--- src/rtl/rx_match_gate_pkg.sv ---
package rx_match_gate_pkg;

    typedef enum logic [1:0] {
        ACT_IDLE     = 2'd0,
        ACT_STORE    = 2'd1,
        ACT_DISCARD  = 2'd2,
        ACT_OVERFLOW = 2'd3
    } rx_action_e;

    // The match gate is evaluated first; the full check only applies to
    // words that the gate would keep.
    function automatic rx_action_e rmg_classify(
        input logic valid,
        input logic only,
        input logic flag,
        input logic pulse,
        input logic full
    );
        if (!valid) begin
            return ACT_IDLE;
        end
        if (only && !flag && !pulse) begin
            return ACT_DISCARD;
        end
        if (full) begin
            return ACT_OVERFLOW;
        end
        return ACT_STORE;
    endfunction

endpackage

--- src/rtl/rx_match_flag_keeper.sv ---
module rx_match_flag_keeper (
    input  logic clk_i,
    input  logic rst_ni,
    input  logic set_i,
    input  logic clr_i,
    output logic flag_o
);
    typedef struct packed {
        logic flag;
    } flag_state_t;

    flag_state_t st_d, st_q;

    always_comb begin
        st_d = st_q;
        if (clr_i) begin
            st_d.flag = 1'b0;
        end
        // Set is applied last so that it wins over a simultaneous clear.
        if (set_i) begin
            st_d.flag = 1'b1;
        end
    end

    always_ff @(posedge clk_i or negedge rst_ni) begin
        if (!rst_ni) begin
            st_q <= '0;
        end else begin
            st_q <= st_d;
        end
    end

    assign flag_o = st_q.flag;
endmodule

--- src/rtl/rx_drop_counter.sv ---
module rx_drop_counter #(
    parameter int unsigned CNT_W = 8
) (
    input  logic             clk_i,
    input  logic             rst_ni,
    input  logic             inc_i,
    input  logic             clr_i,
    output logic [CNT_W-1:0] cnt_o
);
    localparam logic [CNT_W-1:0] CNT_MAX = '1;

    typedef struct packed {
        logic [CNT_W-1:0] cnt;
    } cnt_state_t;

    cnt_state_t st_d, st_q;

    always_comb begin
        st_d = st_q;
        if (clr_i) begin
            st_d.cnt = '0;
        end else if (inc_i && (st_q.cnt != CNT_MAX)) begin
            st_d.cnt = st_q.cnt + 1'b1;
        end
    end

    always_ff @(posedge clk_i or negedge rst_ni) begin
        if (!rst_ni) begin
            st_q <= '0;
        end else begin
            st_q <= st_d;
        end
    end

    assign cnt_o = st_q.cnt;
endmodule

--- src/rtl/rx_gate_core.sv ---
module rx_gate_core
    import rx_match_gate_pkg::*;
#(
    parameter int unsigned DATA_W = 16
) (
    input  logic              clk_i,
    input  logic              rst_ni,
    input  logic              valid_i,
    input  logic [DATA_W-1:0] data_i,
    input  logic              only_i,
    input  logic              flag_i,
    input  logic              pulse_i,
    input  logic              full_i,
    output logic              discard_o,
    output logic              wr_o,
    output logic [DATA_W-1:0] wdata_o,
    output logic              ovf_o
);
    typedef struct packed {
        logic              wr;
        logic [DATA_W-1:0] wdata;
        logic              ovf;
    } gate_state_t;

    gate_state_t st_d, st_q;
    rx_action_e  action;

    always_comb begin
        action = rmg_classify(valid_i, only_i, flag_i, pulse_i, full_i);
        st_d    = st_q;
        st_d.wr = (action == ACT_STORE);
        if (action == ACT_STORE) begin
            st_d.wdata = data_i;
        end
        if (action == ACT_OVERFLOW) begin
            st_d.ovf = 1'b1;
        end
    end

    always_ff @(posedge clk_i or negedge rst_ni) begin
        if (!rst_ni) begin
            st_q <= '0;
        end else begin
            st_q <= st_d;
        end
    end

    assign discard_o = (action == ACT_DISCARD);
    assign wr_o      = st_q.wr;
    assign wdata_o   = st_q.wdata;
    assign ovf_o     = st_q.ovf;
endmodule

--- src/rtl/rx_match_gate.sv ---
module rx_match_gate #(
    parameter int unsigned DATA_W = 16,
    parameter int unsigned CNT_W  = 8
) (
    input  logic              clk_i,
    input  logic              rst_ni,
    input  logic              rx_valid_i,
    input  logic [DATA_W-1:0] rx_data_i,
    input  logic              match_only_i,
    input  logic              match_pulse_i,
    input  logic              match_clr_i,
    input  logic              fifo_full_i,
    input  logic              drop_cnt_clr_i,
    output logic              fifo_wr_o,
    output logic [DATA_W-1:0] fifo_wdata_o,
    output logic              match_flag_o,
    output logic [CNT_W-1:0]  drop_cnt_o,
    output logic              rx_ovf_o
);
    logic flag_q;
    logic discard;

    rx_match_flag_keeper flag_i (
        .clk_i  (clk_i),
        .rst_ni (rst_ni),
        .set_i  (match_pulse_i),
        .clr_i  (match_clr_i),
        .flag_o (flag_q)
    );

    rx_gate_core #(.DATA_W(DATA_W)) core_i (
        .clk_i     (clk_i),
        .rst_ni    (rst_ni),
        .valid_i   (rx_valid_i),
        .data_i    (rx_data_i),
        .only_i    (match_only_i),
        .flag_i    (flag_q),
        .pulse_i   (match_pulse_i),
        .full_i    (fifo_full_i),
        .discard_o (discard),
        .wr_o      (fifo_wr_o),
        .wdata_o   (fifo_wdata_o),
        .ovf_o     (rx_ovf_o)
    );

    rx_drop_counter #(.CNT_W(CNT_W)) cnt_i (
        .clk_i  (clk_i),
        .rst_ni (rst_ni),
        .inc_i  (discard),
        .clr_i  (drop_cnt_clr_i),
        .cnt_o  (drop_cnt_o)
    );

    assign match_flag_o = flag_q;
endmodule

--- config.mk ---
export PLATFORM = sky130hd
export DESIGN_NAME = rx_match_gate
export DESIGN_NICKNAME = d
export VERILOG_FILES = /design/src/rtl/rx_match_gate_pkg.sv /design/src/rtl/rx_match_flag_keeper.sv /design/src/rtl/rx_drop_counter.sv /design/src/rtl/rx_gate_core.sv /design/src/rtl/rx_match_gate.sv
export SDC_FILE = /design/constraint.sdc
export NUM_CORES = 1
export LEC_CHECK = 0
export ABC_AREA = 1
export CAP_MARGIN = 20
export CORE_UTILIZATION = 45
export CTS_CLUSTER_DIAMETER = 30
export DETAILED_ROUTE_END_ITERATION = 8
export GPL_TIMING_DRIVEN = 0
export PLACE_DENSITY_LB_ADDON = 0.12
export SETUP_SLACK_MARGIN = 0.15
export SLEW_MARGIN = 20
export SYNTH_ARGS = -nofsm -noshare
export SYNTH_HDL_FRONTEND = slang
export SYNTH_SLANG_ARGS = --single-unit
export TNS_END_PERCENT = 5
--- constraint.sdc ---
create_clock -name clk_i -period 2.8 [get_ports clk_i]
set_input_delay 0.7 -clock clk_i [delete_from_list [all_inputs] [get_ports clk_i]]
set_output_delay 0.7 -clock clk_i [all_outputs]
set_load 0.02 [all_outputs]
==> summary.md, run 1 <==
| Metric | Value |
|---|---|
| WL per Instance | roughly 12 microns |
| Die width | roughly 54 microns |
| Port Buffers | 50 |
| Cts hold-fix bufs | 0 |
| Pint | slightly below 0.6 mW |
| Max VDD drop | roughly 0.36 mV |
| Reg power frac | 53.3% |
| Worst-case reg-to-reg path depth | 8 |
| Post-synth EDFFs | 0 |
| Cell Area, Placed | between 1500 and 2000 sq um |
| Resize count post-CTS | 0 |
| Fin cells | 232 |
| Slack of the critical path | ~0.68 ns |
| FF/Latch Area | about 680 sq um |
| Worst slew margin | 59.9% |
| Sw power | between 0.2 and 0.25 mW |
| Largest net degree at the start of global routing | 28 |
| TritonRoute pass-1 iters | 4 |
| Combinational share of power | about a quarter |
| Slew Limit Fails | 0 |
| Routed vias | ~1,100 |
| FP Rows | 18 |
| Post-route clock skew | 0.000858 ns |
| CTS clk-pin slew, worst paths | about 0.15 ns |
| Initial antenna violation count | 0 |
| Post-synth top cells | nand2_1 (65), dfrtp_1 (27), nand3_1 (14) |
| Kind of critical path | flop to output port |
| Placed Cells | 228 |
| Filler cells | ~210 |
| Crit. End Element | output port |
| RePlAce Congestion | approximately 0.85 |
| CP peak stage delay | 0.64 ns |
| Nets | approximately 230 |
| Leading area contributor after synthesis | dfrtp_1 |
| DR vias/cell | between 4 and 5 |
| Multi-input logic area | 477 sq um |
| Number of global-route vias before repair | about 1,000 |
| RSZ-0062 raised after global routing | no |
| Synthesis-stage register bit count | 27 |
| Worst Path Buf+Inv | 1 |
| Crit path cell chain | clkdlybuf4s50_1 |
| Worst path depth | 1 |
| Root Buffer | clkbuf_4 |
| Mean Syn Cell Area | between 8 and 9 sq um |
| Synth area leaders | dfrtp_1 (55%), nand2_1 (20%), nand3_1 (5.7%) |
| Antenna Cells | 0 |
| WHS | 0.346 ns |
| Register area share after synthesis | between 50% and 60% |
| Design Area, Final | 1800 sq um |
| Layout cell share with drive strength beyond 1 | under 10% |
| Initial Utilization | ~49% |
| Post-synth cell types | 23 |
| Total GRT Usage | between 20% and 30% |
| DR iter-0 viols | 25 |
| Final min period | about 2.1 ns |
| Setup Fix Bufs, Post-CTS | 0 |
| Post-Route WL | around 2700 microns |
| First-pass GRT wire length | around 4300 microns |
| Actual slew at the worst max-slew pin | approximately 0.6 ns |
| CTS Sinks | 27 |
| CP Max Fanout | 6 |
| Die area | between 2000 and 3000 sq um |
| CTS Buf Count | 3 |
| Max frequency | between 0.4 and 0.5 GHz |
| Startpoint types | flop |
| MaxCap Viol Count | 0 |
| Period utilisation layout | 75.6% |
| Switching share of power | between 20% and 30% |
| Pwr/cell area | 462 nW/um^2 |
| Post-Syn Nets | 173 |
| Delay-heaviest family, CP | buffers and inverters |
| H-tree depth | 1 |
| Synth Instances | roughly 150 |
| Post-route ant nets | 0 |
| Leakage | 0.882 nW |
| Dpl hpwl | approximately 2000 microns |
| GR Overflow Total | 0 |
| CTS max path bufs | 2 |
| Share of flip-flops with an asynchronous set or reset | 100% |
| Core Area | 2540 sq um |
| Dpl ws | around 0.67 ns |
| Crit path DAT | approximately 1.4 ns |
| Skew-Pair Late Insertion Delay | ~0.33 ns |
| Status | finished clean |
| Top_reg_cell synth | dfrtp_1 |
| Die H | about 54 microns |
| CP required | between 2 and 2.5 ns |
| TritonCTS clock tree | yes |
| Drt drc | 0 |
| Hold Vio Cnt, Final | 0 |
| Finish-stage setup viols | 0 |
| Ys Warns | 0 |
| Top-count cell post-synth | nand2_1 |
| Clock share of power | about a fifth |
| Hold Crit Class | input pin to asynchronous set/reset pin |
| Io pins | a little over 50 |
| Area growth, synth to finish | 45.6% |
| Post-synth top area share | a little over half |
| Crit path max-delay cell type | clkdlybuf4s50_1 |
| Total negative slack | 0 ns |
| Cell area after synthesis | around 1200 sq um |
[state kept, by name, indices dropped and copies added (netlist names)]
register / flops
cnt_i.cnt_o: 8
flag_i.flag_o: 1
core_i.ovf_o: 1
core_i.wr_o: 1
core_i.wdata_o: 16
[stage by stage]
stage | utilization, % | power, mW
2_1_floorplan | - | 0.540
3_3_place_gp | 69.7 | 0.659
3_5_place_dp | 69.5 | 0.663
4_1_cts | 70.6 | 0.839
5_1_grt | 70.6 | 0.866
6_report | 70.6 | 0.831
[placed cells by master (no fill, tap or decap), drive strengths merged]
master,count
o21ai,2
clkinvlp,1
o21bai,1
xor2,1
inv,9
nand2,69
clkbuf,3
nand3b,2
clkdlybuf4s50,49
buf,5
dfrtp,27
clkinv,1
ha,1
a31o,1
nor3,2
nand4,1
nor2,10
or2,1
nand3,15
a21oi,1
[layout make-up]
cell class                      count  share of cell area [%]
Buffer                              4                    2.23
Tap cell                           30                    2.09
Clock inverter                      1                   0.418
Timing Repair Buffer               50                    27.6
Multi-Input combinational cell    107                    26.5
Clock buffer                        3                    1.25
Sequential cell                    27                    37.6
Inverter                           10                    2.37
[power groups by stage]
stage | Sequential [mW] | Combinational, mW | Clock, mW
2_1_floorplan | 0.493 | 0.0476 | 0
3_3_place_gp | 0.449 | 0.210 | 0
3_5_place_dp | 0.450 | 0.213 | 0
4_1_cts | 0.443 | 0.214 | 0.182
5_1_grt | 0.447 | 0.230 | 0.189
6_report | 0.443 | 0.211 | 0.177
[worst paths after layout]
path	start	endpoint	slack, ns
min reg2reg	core_i.ovf_o	core_i.ovf_o	0.48
max	cnt_i.cnt_o[7]	drop_cnt_o[7]	0.68
min in group clk_i	core_i.ovf_o	core_i.ovf_o	0.48
max in group asynchronous	rst_ni	cnt_i.cnt_o[1]	2.06
min	rst_ni	cnt_i.cnt_o[6]	0.35
max reg2reg	cnt_i.cnt_o[0]	cnt_i.cnt_o[3]	1.22
[layer usage]
metal / GRT usage [%] / up-vias / share of wire [%]
met5: 0 / - / 0
met3: 3.33 / 4 / 4.7
li1: - / 570 / -
met1: 27.5 / 536 / 45
met2: 31.7 / 33 / 49
met4: 9.83 / 0 / 0.91
[cell families (layout without fill, tap and decap cells)]
group | after synthesis | in the layout | synth area share (%)
buf+inv | 14 | 68 | 6.69
flops | 27 | 27 | 54.7
xor+xnor | 1 | 1 | 0.709
compound gates | 5 | 5 | 2.53
simple gates | 100 | 100 | 34.3
fa+ha+maj | 1 | 1 | 1.01
No activity file was read; power rests on OpenSTA's default activity.
==> inputs of run 2 (changes only) <==
Settings changed: CORE_UTILIZATION 45 to 42.
Clock period 2.8 ns to 2 ns, I/O delays scaled along.
==> summary.md, run 2 (same netlist as run 1, synthesis figures left out) <==
| Metric | Value |
|---|---|
| Status | finished clean |
| Final min period | approximately 1.9 ns |
| RePlAce Congestion | 0.882 (+4.4%) |
| Largest net degree at the start of global routing | 28 (unchanged) |
| Worst Path Buf+Inv | 1 (unchanged) |
| Worst path depth | 1 (unchanged) |
| Crit path max-delay cell type | clkdlybuf4s50_1 |
| CP Max Fanout | 5 (-1) |
| R2r setup slk | 0.45 ns (-0.77 ns) |
| Period utilisation layout | between 90% and 100% |
| Crit. End Element | output port |
| Nets | 228 (unchanged) |
| Overall power | 1.16 mW (+39%) |
| Layout cell share with drive strength beyond 1 | 8.42% (unchanged) |
| Pwr/cell area | 644 nW/um^2 (+39%) |
| Metal-1 WL | 1170 microns (-5.5%) |
| Initial antenna violation count | 0 (unchanged) |
| Critical Path Start | cnt_i.cnt_o[0] |
| Finish-stage setup viols | 0 (unchanged) |
| Number of global-route vias before repair | 1,036 (+1.4%) |
| Setup Fix Bufs, Post-CTS | 0 (unchanged) |
| Detail Route met2 WL | 1340 microns (-1.0%) |
| Post-route clock skew | 0.0129 ns (+0.0120 ns) |
| Die area | 3160 sq um (+6.9%) |
| Antenna Cells | 0 (unchanged) |
| Hold Crit Class | input pin to asynchronous set/reset pin |
| Actual slew at the worst max-slew pin | 0.598 ns (-0.00272 ns) |
| MaxCap Viol Count | 0 (unchanged) |
| Startpoint types | flop |
| Root Buffer | clkbuf_4 |
| FP Rows | 19 (+1) |
| TritonCTS clock tree | yes |
| Die width | 56.2 microns (+3.4%) |
| First-pass GRT wire length | 4350 microns (+0.49%) |
| Most frequent cells in the layout | nand2_1 (65), clkdlybuf4s50_1 (47), dfrtp_1 (27) |
| Dpl hpwl | 2010 microns (-1.7%) |
| TritonRoute pass-1 iters | 4 (unchanged) |
| Total GRT Usage | 17.7% (-2.7 points) |
| Leakage | 0.905 nW (+2.7%) |
| DR iter-0 viols | 17 (-32%) |
| Core Area | 2780 sq um (+9.3%) |
| Delay-heaviest family, CP | buffers and inverters |
| Io pins | 51 (unchanged) |
| Post-Route WL | 2700 microns (-1.5%) |
| CP required | 1.50 ns (-0.60 ns) |
| Worst-case reg-to-reg path depth | 8 (unchanged) |
| WHS | 0.143 ns (-0.203 ns) |
| CTS max path bufs | 2 (unchanged) |
| Max frequency | between 0.5 and 0.6 GHz |
| CTS Buf Count | 3 (unchanged) |
| Skew-Pair Late Insertion Delay | 0.34 ns (about the same) |
| Worst R2R End | cnt_i.cnt_o[0] |
| CP peak stage delay | 0.63 ns (about the same) |
| WL per Instance | 11.6 microns (-2.0%) |
| Routed vias | 1,130 (-1.1%) |
| Area growth, synth to finish | 45.8% |
| DR vias/cell | 4.85 (-1.6%) |
| Total negative slack | 0 ns (unchanged) |
| Placed Cells | 229 (+0.44%) |
| RR Startpoint | cnt_i.cnt_o[0] |
| Slew Limit Fails | 0 (unchanged) |
| Metal3 WL | 142 microns (+10%) |
| GR Overflow Total | 0 (unchanged) |
| Kind of critical path | flop to output port |
| Crit path DAT | 1.41 ns (about the same) |
| Die H | 56.2 microns (+3.4%) |
| Crit path cell chain | clkdlybuf4s50_1 |
| Port Buffers | 50 (unchanged) |
| Initial Utilization | 44.4% (-4.1 points) |
| CTS Sinks | 27 (unchanged) |
| Hold Vio Cnt, Final | 0 (unchanged) |
| Max layer used | met4 |
| CTS clk-pin slew, worst paths | 0.16 ns (about the same) |
| Post-route ant nets | 0 (unchanged) |
| Drt drc | 0 (unchanged) |
| RSZ-0062 raised after global routing | yes |
| Leading cell type in the layout, fill and taps excluded | nand2_1 |
| Crit path to | drop_cnt_o[0] |
| H-tree depth | 1 (unchanged) |
| Max VDD drop | 0.560 mV (+55%) |
| Worst slew margin | 60.1% (+0.18 points) |
| Max reg flops | 16 (unchanged) |
| Fin cells | 233 (+0.43%) |
==> run 2: per-layer routing <==
metal,GRT usage [%],vias up
li1,-,573
met1,21.9,512
met4,7.32,0
met2,31.0,40
met5,0,-
met3,2.56,5
==> run 2: worst min path at each step <==
stage                  startpoint                  to  slack, ns
2_1_floorplan              rst_ni      cnt_i.cnt_o[0]       0.20
3_3_place_gp         core_i.ovf_o        core_i.ovf_o       0.45
3_5_place_dp   core_i.wdata_o[15]  core_i.wdata_o[15]       0.46
4_1_cts                    rst_ni  core_i.wdata_o[15]       0.16
5_1_grt                    rst_ni   core_i.wdata_o[9]       0.19
6_report                   rst_ni   core_i.wdata_o[9]       0.14
==> run 2: layout make-up <==
class | count | area [sq um]
Fill cell | 251 | 981
Sequential cell | 27 | 676
Timing Repair Buffer | 50 | 497
Multi-Input combinational cell | 107 | 477
Inverter | 10 | 42.5
Buffer | 4 | 40.0
Tap cell | 31 | 38.8
Clock buffer | 3 | 22.5
Clock inverter | 1 | 7.51
==> run 2: timing repair <==
item | in CTS | in global routing
setup endpoints to repair | 9 | 25
hold buffers | 0 | 0
gates resized for setup | 1 | 1
==> run 2: power breakdown <==
group / internal (mW) / switching (mW)
logic: 0.150 / 0.145
registers: 0.593 / 0.0250
clock network: 0.0767 / 0.169
==> run 2: stage by stage <==
| stage | instance area [sq um] | util [%] | setup slack (ns) |
|---|---|---|---|
| after global placement | 1770 | 63.8 | 0.0625 |
| after floorplan | 1230 | - | 0.610 |
| after CTS | 1800 | 64.6 | 0.0852 |
| final | 1800 | 64.7 | 0.0940 |
| after detailed placement | 1770 | 63.6 | 0.0694 |
| after global routing | 1800 | 64.7 | 0.0510 |
